## config.mk

```make
export PLATFORM = sky130hd
export DESIGN_NAME = keyed_wdog
export DESIGN_NICKNAME = d
export VERILOG_FILES = /design/src/rtl/keyed_wdog_pkg.sv /design/src/rtl/keyed_wdog_regs.sv /design/src/rtl/keyed_wdog_timer.sv /design/src/rtl/keyed_wdog_pulse.sv /design/src/rtl/keyed_wdog.sv
export SDC_FILE = /design/constraint.sdc
export NUM_CORES = 1
export LEC_CHECK = 0
export BUFFER_PORTS_ARGS = -buffer_cell sky130_fd_sc_hd__buf_2
export CELL_PAD_IN_SITES_DETAIL_PLACEMENT = 1
export CELL_PAD_IN_SITES_GLOBAL_PLACEMENT = 2
export CORE_UTILIZATION = 28
export DETAILED_ROUTE_END_ITERATION = 16
export PLACE_DENSITY_LB_ADDON = 0.1
export SYNTH_ARGS = -nofsm -noshare
export SYNTH_HDL_FRONTEND = slang
export SYNTH_SLANG_ARGS = --single-unit
```

## constraint.sdc

```tcl
create_clock -name clk_i -period 1.5 [get_ports clk_i]
set_input_delay 0.3 -clock clk_i [delete_from_list [all_inputs] [get_ports clk_i]]
set_output_delay 0.3 -clock clk_i [all_outputs]
set_load 0.01 [all_outputs]
```

## src/rtl/keyed_wdog_pkg.sv

```systemverilog
package keyed_wdog_pkg;
  localparam int ADDR_W = 5;
  localparam int DATA_W = 32;

  localparam logic [ADDR_W-1:0] A_CTRL    = 5'h00;
  localparam logic [ADDR_W-1:0] A_PERIOD  = 5'h04;
  localparam logic [ADDR_W-1:0] A_RELOAD  = 5'h08;
  localparam logic [ADDR_W-1:0] A_SWRESET = 5'h14;

  localparam logic [7:0]        K_CTRL    = 8'h22;
  localparam logic [4:0]        K_PERIOD  = 5'h08;
  localparam logic [DATA_W-1:0] K_RELOAD  = 32'h0000_1971;
  localparam logic [DATA_W-1:0] K_SWRESET = 32'h0000_1209;

  typedef struct packed {
    logic two_stage;
    logic rearm;
    logic irq_en;
    logic pin_en;
    logic pin_high;
    logic run;
  } ctrl_t;
endpackage

```

## src/rtl/keyed_wdog_regs.sv

```systemverilog
module keyed_wdog_regs
  import keyed_wdog_pkg::*;
#(
  parameter int LEN_W = 11
) (
  input  logic              clk_i,
  input  logic              rst_ni,
  input  logic              wr_i,
  input  logic [ADDR_W-1:0] addr_i,
  input  logic [DATA_W-1:0] wdata_i,
  input  logic              fire_i,
  output ctrl_t             ctrl_o,
  output logic [LEN_W-1:0]  len_o,
  output logic [DATA_W-1:0] rdata_o,
  output logic              load_o,
  output logic              swreset_o
);
  ctrl_t            ctrl_q, ctrl_d;
  logic [LEN_W-1:0] len_q, len_d;
  logic             ctrl_wr, len_wr, reload_ok;

  always_comb begin
    ctrl_wr   = wr_i && addr_i == A_CTRL && wdata_i[31:24] == K_CTRL;
    len_wr    = wr_i && addr_i == A_PERIOD && wdata_i[4:0] == K_PERIOD;
    reload_ok = wr_i && addr_i == A_RELOAD && wdata_i == K_RELOAD;
    swreset_o = wr_i && addr_i == A_SWRESET && wdata_i == K_SWRESET;

    ctrl_d = ctrl_q;
    if (ctrl_wr) begin
      ctrl_d.run       = wdata_i[0];
      ctrl_d.pin_high  = wdata_i[1];
      ctrl_d.pin_en    = wdata_i[2];
      ctrl_d.irq_en    = wdata_i[3];
      ctrl_d.rearm     = wdata_i[4];
      ctrl_d.two_stage = wdata_i[6];
    end
    if (fire_i) ctrl_d.run = ctrl_d.rearm;

    len_d  = len_wr ? wdata_i[5 +: LEN_W] : len_q;
    load_o = reload_ok || (ctrl_wr && wdata_i[0] && !ctrl_q.run);

    rdata_o = '0;
    case (addr_i)
      A_CTRL:   rdata_o[6:0] = {ctrl_q.two_stage, 1'b0, ctrl_q.rearm, ctrl_q.irq_en,
                                ctrl_q.pin_en, ctrl_q.pin_high, ctrl_q.run};
      A_PERIOD: rdata_o[5 +: LEN_W] = len_q;
      default:  rdata_o = '0;
    endcase
  end

  always_ff @(posedge clk_i or negedge rst_ni) begin
    if (!rst_ni) begin
      ctrl_q <= '0;
      len_q  <= '0;
    end else begin
      ctrl_q <= ctrl_d;
      len_q  <= len_d;
    end
  end

  assign ctrl_o = ctrl_q;
  assign len_o  = len_q;

  // a control write without its key leaves the register as it was
  p_keyless_ctrl_r1: assert property (@(posedge clk_i) disable iff (!rst_ni)
    (wr_i && addr_i == A_CTRL && wdata_i[31:24] != K_CTRL && !fire_i) |=> $stable(ctrl_q));
  // a period write without its key leaves the register as it was
  p_keyless_len_r2: assert property (@(posedge clk_i) disable iff (!rst_ni)
    (wr_i && addr_i == A_PERIOD && wdata_i[4:0] != K_PERIOD) |=> $stable(len_q));
endmodule

```

## src/rtl/keyed_wdog_timer.sv

```systemverilog
module keyed_wdog_timer #(
  parameter int LEN_W      = 11,
  parameter int UNIT_TICKS = 512
) (
  input  logic             clk_i,
  input  logic             rst_ni,
  input  logic             run_i,
  input  logic             tick_i,
  input  logic             two_stage_i,
  input  logic [LEN_W-1:0] len_i,
  input  logic             load_i,
  input  logic             fire_i,
  output logic             bite_o,
  output logic             pend_o
);
  localparam int PRE_W = (UNIT_TICKS > 1) ? $clog2(UNIT_TICKS) : 1;
  localparam logic [PRE_W-1:0] PRE_LAST = PRE_W'(UNIT_TICKS - 1);

  logic [PRE_W-1:0] pre_q, pre_d;
  logic [LEN_W-1:0] cnt_q, cnt_d;
  logic             stage_q, stage_d, pend_q, pend_d;
  logic             step, wrap, expire;

  always_comb begin
    step   = run_i && tick_i;
    wrap   = step && pre_q == PRE_LAST;
    expire = wrap && cnt_q <= LEN_W'(1);
    bite_o = expire && (stage_q || !two_stage_i);

    pre_d = pre_q; cnt_d = cnt_q; stage_d = stage_q; pend_d = pend_q;
    if (load_i || fire_i) begin
      pre_d = '0; cnt_d = len_i; stage_d = 1'b0; pend_d = 1'b0;
    end else if (expire) begin
      pre_d = '0; cnt_d = len_i; stage_d = 1'b1; pend_d = 1'b1;
    end else if (wrap) begin
      pre_d = '0; cnt_d = cnt_q - LEN_W'(1);
    end else if (step) begin
      pre_d = pre_q + PRE_W'(1);
    end
    if (!two_stage_i) begin
      stage_d = 1'b0; pend_d = 1'b0;
    end
  end

  always_ff @(posedge clk_i or negedge rst_ni) begin
    if (!rst_ni) begin
      pre_q <= '0; cnt_q <= '0; stage_q <= 1'b0; pend_q <= 1'b0;
    end else begin
      pre_q <= pre_d; cnt_q <= cnt_d; stage_q <= stage_d; pend_q <= pend_d;
    end
  end

  assign pend_o = pend_q;

  // a stopped timer holds its count
  p_hold_when_stopped_r8: assert property (@(posedge clk_i) disable iff (!rst_ni)
    (!run_i && !load_i && !fire_i) |=> ($stable(cnt_q) && $stable(pre_q)));
  // a reload returns to stage one with nothing pending
  p_reload_clears_r7: assert property (@(posedge clk_i) disable iff (!rst_ni)
    load_i |=> (!pend_q && !stage_q));
  // without a tick the prescaler does not move
  p_no_tick_no_step_r11: assert property (@(posedge clk_i) disable iff (!rst_ni)
    (!tick_i && !load_i && !fire_i) |=> $stable(pre_q));
endmodule

```

## src/rtl/keyed_wdog_pulse.sv

```systemverilog
module keyed_wdog_pulse #(
  parameter int PULSE_LEN = 16
) (
  input  logic clk_i,
  input  logic rst_ni,
  input  logic fire_i,
  input  logic pin_en_i,
  input  logic pin_high_i,
  output logic pulse_o,
  output logic pin_o
);
  localparam int PW = $clog2(PULSE_LEN + 1);

  logic [PW-1:0] left_q, left_d;

  always_comb begin
    left_d = left_q;
    if (fire_i)              left_d = PW'(PULSE_LEN);
    else if (left_q != '0)   left_d = left_q - PW'(1);
  end

  always_ff @(posedge clk_i or negedge rst_ni) begin
    if (!rst_ni) left_q <= '0;
    else         left_q <= left_d;
  end

  assign pulse_o = left_q != '0;
  assign pin_o   = (pulse_o && pin_en_i) ? pin_high_i : !pin_high_i;

  // a fire request is visible on the pulse in the next cycle
  p_fire_starts_pulse_r5: assert property (@(posedge clk_i) disable iff (!rst_ni)
    fire_i |=> pulse_o);
  // the pulse is never a single cycle wide
  p_pulse_not_glitch_r9: assert property (@(posedge clk_i) disable iff (!rst_ni)
    $rose(pulse_o) |=> pulse_o);
endmodule

```

## src/rtl/keyed_wdog.sv

```systemverilog
module keyed_wdog
  import keyed_wdog_pkg::*;
#(
  parameter int LEN_W      = 11,
  parameter int UNIT_TICKS = 512,
  parameter int PULSE_LEN  = 16
) (
  input  logic              clk_i,
  input  logic              rst_ni,
  input  logic              tick_i,
  input  logic              bus_wr_i,
  input  logic [ADDR_W-1:0] bus_addr_i,
  input  logic [DATA_W-1:0] bus_wdata_i,
  output logic [DATA_W-1:0] bus_rdata_o,
  output logic              irq_o,
  output logic              sys_rst_o,
  output logic              ext_rst_o
);
  logic [1:0]       sync_q;
  logic             rst_n;
  ctrl_t            ctrl;
  logic [LEN_W-1:0] len;
  logic             load, swreset, bite, fire, pend;

  always_ff @(posedge clk_i or negedge rst_ni) begin
    if (!rst_ni) sync_q <= 2'b00;
    else         sync_q <= {sync_q[0], 1'b1};
  end
  assign rst_n = sync_q[1];

  assign fire = bite || swreset;

  keyed_wdog_regs #(.LEN_W(LEN_W)) u_regs (
    .clk_i(clk_i), .rst_ni(rst_n), .wr_i(bus_wr_i), .addr_i(bus_addr_i),
    .wdata_i(bus_wdata_i), .fire_i(fire), .ctrl_o(ctrl), .len_o(len),
    .rdata_o(bus_rdata_o), .load_o(load), .swreset_o(swreset)
  );

  keyed_wdog_timer #(.LEN_W(LEN_W), .UNIT_TICKS(UNIT_TICKS)) u_timer (
    .clk_i(clk_i), .rst_ni(rst_n), .run_i(ctrl.run), .tick_i(tick_i),
    .two_stage_i(ctrl.two_stage), .len_i(len), .load_i(load), .fire_i(fire),
    .bite_o(bite), .pend_o(pend)
  );

  keyed_wdog_pulse #(.PULSE_LEN(PULSE_LEN)) u_pulse (
    .clk_i(clk_i), .rst_ni(rst_n), .fire_i(fire), .pin_en_i(ctrl.pin_en),
    .pin_high_i(ctrl.pin_high), .pulse_o(sys_rst_o), .pin_o(ext_rst_o)
  );

  assign irq_o = pend && ctrl.irq_en;
endmodule

```

Word level (Yosys, flattened, before mapping). Cells that the tools add are included.

Bits in registers: 45. Latch bits: 0. Bits in writable memories: 0. Memory bits (read-only): 0. Bits of input ports: 41. Output and inout port bits: 35. Word-level logic and storage cells: 72. Memories kept: 0.

$add $sub $neg: 3. $mul: 0. Divide/modulo/power cells: 0. Order comparisons: 1. Eq/ne operators: 9. Shifts and indexed selects: 0. Muxes and demuxes: 18. Bitwise operators: 0. Reductions and logical operators: 29.

Operator list (count): $eq A32 B13 Y1 const B (2); $mux W9 (5); $mux W11 (3); $mux W5 (4); $logic_and A1 B1 Y1 (16); $le A11 B1 Y1 const B (1); $sub A11 B1 Y11 const B (1); $eq A5 B4 Y1 const B (2); $add A9 B1 Y9 const B (1); $eq A9 B9 Y1 const B (1); $eq A8 B6 Y1 const B (1); $eq A5 B3 Y1 const B (1); $eq A5 B5 Y1 const B (1); $logic_not A5 Y1 (1); $mux W1 (5); $reduce_bool A5 Y1 (1); $sub A5 B1 Y5 const B (1); $logic_or A1 B1 Y1 (4); $pmux W2 S2 (1); $reduce_bool A2 Y1 (2); $reduce_bool A4 Y1 (1); $logic_not A1 Y1 (3); $ne A3 B1 Y1 const B (1); $reduce_bool A3 Y1 (1).

Logic depth before layout (Yosys ltp).
Word-level depth: 9. Depth in mapped cells: 11. Mapped depth without buffers: 10.

Cells and area by module. From an unflattened synthesis, not the netlist that was laid out.

Cells, all modules: 285. Area total of the unflattened synthesis: 2732.6 um^2.

By module, submodules not included: keyed_wdog_timer (times used 1, cells an instance 151, area each 1291.2 um^2, seq. area each 525.5 um^2); keyed_wdog_regs (times used 1, cells an instance 102, area each 1092.3 um^2, seq. area each 425.4 um^2); keyed_wdog_pulse (times used 1, cells an instance 27, area each 282.8 um^2, seq. area each 125.1 um^2); keyed_wdog (times used 1, cells an instance 5, area each 66.3 um^2, seq. area each 50.0 um^2).

Worst setup path after synthesis. Ideal clock, no wire load.

Path type: register -> register. Start point: reg u_timer.pre_q[0]. End point: reg u_timer.cnt_q[1]. Library setup time: 128 ps. Data arrival time: 2584 ps. Data required time: 1372 ps. Path slack: -1212 ps. Cell stages (with the launch flop): 12. Path buffers: 1. Period minus slack after synthesis: 2712 ps. Path through: dfrtp_1 > ha_1 > and3_1 > and3_1 > and3_1 > ha_1 > nand3_1 > nor2_1 > nor3_2 > buf_2 > mux2i_1 > o21ai_0.

Cells in the longest elaborated chain, start to end: 7. Elaborated cells between the ends (all ways): 9. Those cells by class: eq/ne (1); mux (2); reduce/logical (6).

RTL lines: start, declared (RTL line keyed_wdog_timer.sv:19) `logic [PRE_W-1:0] pre_q, pre_d;`; start signal, assigned (RTL line keyed_wdog_timer.sv:49) `pre_q <= pre_d; cnt_q <= cnt_d; stage_q <= stage_d; pend_q <= pend_d;`; $eq A9 B9 Y1 * (RTL line keyed_wdog_timer.sv:26) `wrap = step && pre_q == PRE_LAST;`; $logic_and A1 B1 Y1 * (RTL line keyed_wdog_timer.sv:26); $logic_and A1 B1 Y1 (RTL line keyed_wdog_timer.sv:27) `expire = wrap && cnt_q <= LEN_W'(1);`; $logic_and A1 B1 Y1 (RTL line keyed_wdog_timer.sv:28) `bite_o = expire && (stage_q || !two_stage_i);`; $logic_or A1 B1 Y1 (RTL line keyed_wdog.sv:31) `assign fire = bite || swreset;`; $logic_or A1 B1 Y1 (RTL line keyed_wdog_timer.sv:31) `if (load_i || fire_i) begin`; $reduce_bool A3 Y1 (no line) / $mux W11 (equally long branches); end signal, assigned (RTL line keyed_wdog_timer.sv:49); end, declared (RTL line keyed_wdog_timer.sv:20) `logic [LEN_W-1:0] cnt_q, cnt_d;`.

Mark *: on every way between the ends. The rest lies on a longest branch, timed or not. A chain may end at the register's enable or synchronous reset.

Worst setup path after layout.
Start point: reg u_timer.pre_q[1]. End point: reg u_timer.pre_q[7].

Cells in the longest elaborated chain, start to end: 7. Elaborated cells between the ends (all ways): 12. Those cells by class: add/sub (1); eq/ne (1); mux (4); reduce/logical (6).

RTL lines: parallel branches: the longest is 7 deep, another holds $add A9 B1 Y9.

Parallel ways; which one is timed is not known. The select of a mux whose other input is x is not followed.

==> reports/results.ini <==
[place]
placed_cells = 531
port_buffers = 59
place_ws_ps = -1048
place.gp.congestion = 0.7078
hpwl_um = 5898

[pwr]
powerDensity_nw_per_um2 = 539.3
sw_frac_of_total_pct = 24.39
clkPwrFrac_pct = 40.6
ir_drop_v = 0.0003363
finalPower_uw = 2439
p_sw_uw = 595.0
pwr-share-seq_pct = 50.5
power.internal_uw = 1844
p_leak_uw = 0.002204
combPwrFrac_pct = 8.9

[yosys]
postSynthCellCount = 279
synthDistinctLibCells = 49
synth_top_cell_area_share_pct = 41.51
synth_xor_area_share_pct = 1.937
synth_fa_ha_area_share_pct = 2.768
yosysSeqAreaShare_pct = 41.51
synth_mux_area_share_pct = 11.39
synthSimpleGateAreaFrac_pct = 24.26
synth_top_family_by_area = simple AND/OR/NAND/NOR gates
yosys_warnings = 0
synth_edf_count = 0
synth_seq_cells = 45
synth_ff_type = dfrtp_1
synth.area.top_cells = dfrtp_1 (42%), mux2_2 (7.9%), buf_4 (4.4%)
synth_top_area_cell = dfrtp_1
avgSynthCellArea_sq_um = 9.723
synth_async_sr_flop_share_pct = 100.0
synth_area_sq_um = 2713
synth-compound-area-share_pct = 10.75

[worst_setup_path]
r2r.worst_path.cells = 9
arrival_ps = 2660
r2r-end = u_timer.pre_q[7]
cp.required_ps = 1740
crit_fanout = 4
endpoint_kind = flip-flop
worstSetupStartpointType = flip-flop
rrSetupSlack_ps = -910
crit_type = flip-flop to flip-flop
r2r_start = u_timer.pre_q[1]

[clocking]
clkSinkCount = 45
cts_tree = built
clock_latency_ps = 310
cts-buffers-inserted = 5
cts.clk_slew.worst_paths_ps = 100
root_buffer = clkbuf_8
clockBufferDepth = 2
cts.htree.levels = 2

[final_layout]
finalCoreUtilization_pct = 48.49
final_cell_mix = buf_4 (74), buf_2 (52), dfrtp_1 (44)
stdcell_count = 573
syn2layout_area_growth_pct = 66.74
drive_gt1_share_pct = 54.95
final_common_cell = buf_4
diodes = 0
nNetsFinal = 490

[global_route]
grt_overflow = 0
track_usage_pct = 17.06
grt_max_degree = 35
antenna_found_initial = 0
grt_first_pass_wirelength_um = 13510
grt_pass1_vias = 2743

[floorplanning]
die_area_sq_um = 10090
rows = 35
die_h_um = 100.4
ios = 76
start_util_pct = 29.08
die_w_um = 100.4
fp.coreArea_sq_um = 9328

[sta]
finalSetupViolCount = 56
timing.final.crit_share_pct = 160.9
period_needed_ps = 2414
rsz0062_at_grt = true
final.setup.tns_ps = -27010
fin_ws_ps = -913.5
fmax_mhz = 414.3
skew_ps = 10.54
hold_viol_final = 0
slew_violations = 0
relSlewSlack_pct = 58.50
worst_slew_pin_slew_ps = 621.3

[routing]
dr.pass1.iters = 4
via_per_inst = 4.560
drc = 0
routed_wirelength_um = 8515
initialDrtViolationCount = 50
dr_total_vias = 2613
drtAntennaViolNets = 0
wl_per_cell_um = 14.86

[min_path]
hp-class = flip-flop to async pin

[status]
status = finished, violations left
violations = setup timing

[flow_run]
drv_cap = 0

==> timing repair <==
| item | CTS | global route |
|---|---|---|
| buffers inserted | 20 | 14 |
| pin swaps | 21 | 14 |
| gates cloned | 2 | 2 |
| hold endpoints to repair | 2 | 0 |
| hold buffers | 1 | 0 |
| gates resized for setup | 51 | 46 |
| endpoints found under the setup margin | 50 | 61 |
==> Yosys cell counts, types with 2 or more instances <==
master,number
nor3b_1,3
nand2b_1,9
buf_4,16
xor2_1,3
and2_1,16
nand4b_1,3
nor4b_1,5
and3_1,8
conb_1,2
o21ai_0,12
xnor2_1,3
a22o_1,4
a21oi_1,8
o21ai_1,3
o22ai_1,6
mux2i_1,8
nand3_1,9
nor4_1,5
dfrtp_1,45
or3_1,3
nor3_1,6
nand2_1,18
nand4_1,2
or4_1,2
ha_1,6
nor2_1,17
mux2_2,19
clkbuf_1,5
inv_1,13
==> worst max-delay path, stage by stage (launching register included) <==
cell	delay (ps)
dfrtp_1	390
ha_2	190
and3_4	170
and3_4	150
and3_4	150
ha_4	160
and3_4	140
or3_4	390
or4_1	520
o21ai_1	80
==> cell type report <==
type                            count  area, sq um
Timing Repair Buffer              163         1252
Fill cell                        1072         4805
Sequential cell                    45         1127
Tap cell                          129        161.4
Clock buffer                        5        68.82
Multi-Input combinational cell    215         1817
Inverter                           13        48.80
Clock inverter                      3        47.55
==> through the flow <==
stage	area [sq um]	hold slack, ps
final	4523	148.1
after detailed placement	3807	86.33
after global placement	3807	83.84
after floorplan	2953	4.409
after CTS	4264	155.2
after global routing	4523	176.0
==> worst max path at each step <==
stage                     startpoint          endpoint  slack (ps)  depth (start not counted)
floorplan              bus_addr_i[1]  u_timer.cnt_q[3]        -950                          6
global placement       bus_addr_i[1]  u_timer.cnt_q[3]       -1010                          8
detailed placement     bus_addr_i[1]  u_timer.cnt_q[3]       -1050                          8
global route        u_timer.pre_q[1]  u_timer.pre_q[7]       -1000                          9
finish              u_timer.pre_q[1]  u_timer.pre_q[7]        -910                          9
CTS                 u_timer.pre_q[0]  u_timer.pre_q[7]        -950                          9
==> cells by family after synthesis <==
group	count (synthesis)
buf+inv	35
other cells	2
xor+xnor	6
flops	45
simple gates	114
mux	28
fa+ha+maj	6
compound gates	43
==> state kept, by name, indices dropped and copies added, names as in the netlist <==
| name | cells |
|---|---|
| u_pulse.left_q | 5 |
| sync_q | 2 |
| u_timer.pend_o | 1 |
| u_timer.cnt_q | 11 |
| u_regs.len_o | 11 |
| u_regs.ctrl_o | 6 |
| u_timer.pre_q | 9 |
==> layer usage <==
metal	GRT usage, %	vias up	routed length [um]
met2	30.61	49	4457
met3	2.716	5	247
met5	0	-	0
met4	3.010	0	49
li1	-	1287	-
met1	21.78	1272	3760
==> power groups by stage <==
stage | sequential, uW | clock, uW | combinational, uW
floorplan | 1260 | 0 | 79.3
finish | 1230 | 990 | 216
detailed placement | 1260 | 0 | 199
global placement | 1260 | 0 | 197
global route | 1240 | 1080 | 239
CTS | 1230 | 1030 | 210
Note: power is estimated with default switching activity, not from simulation.
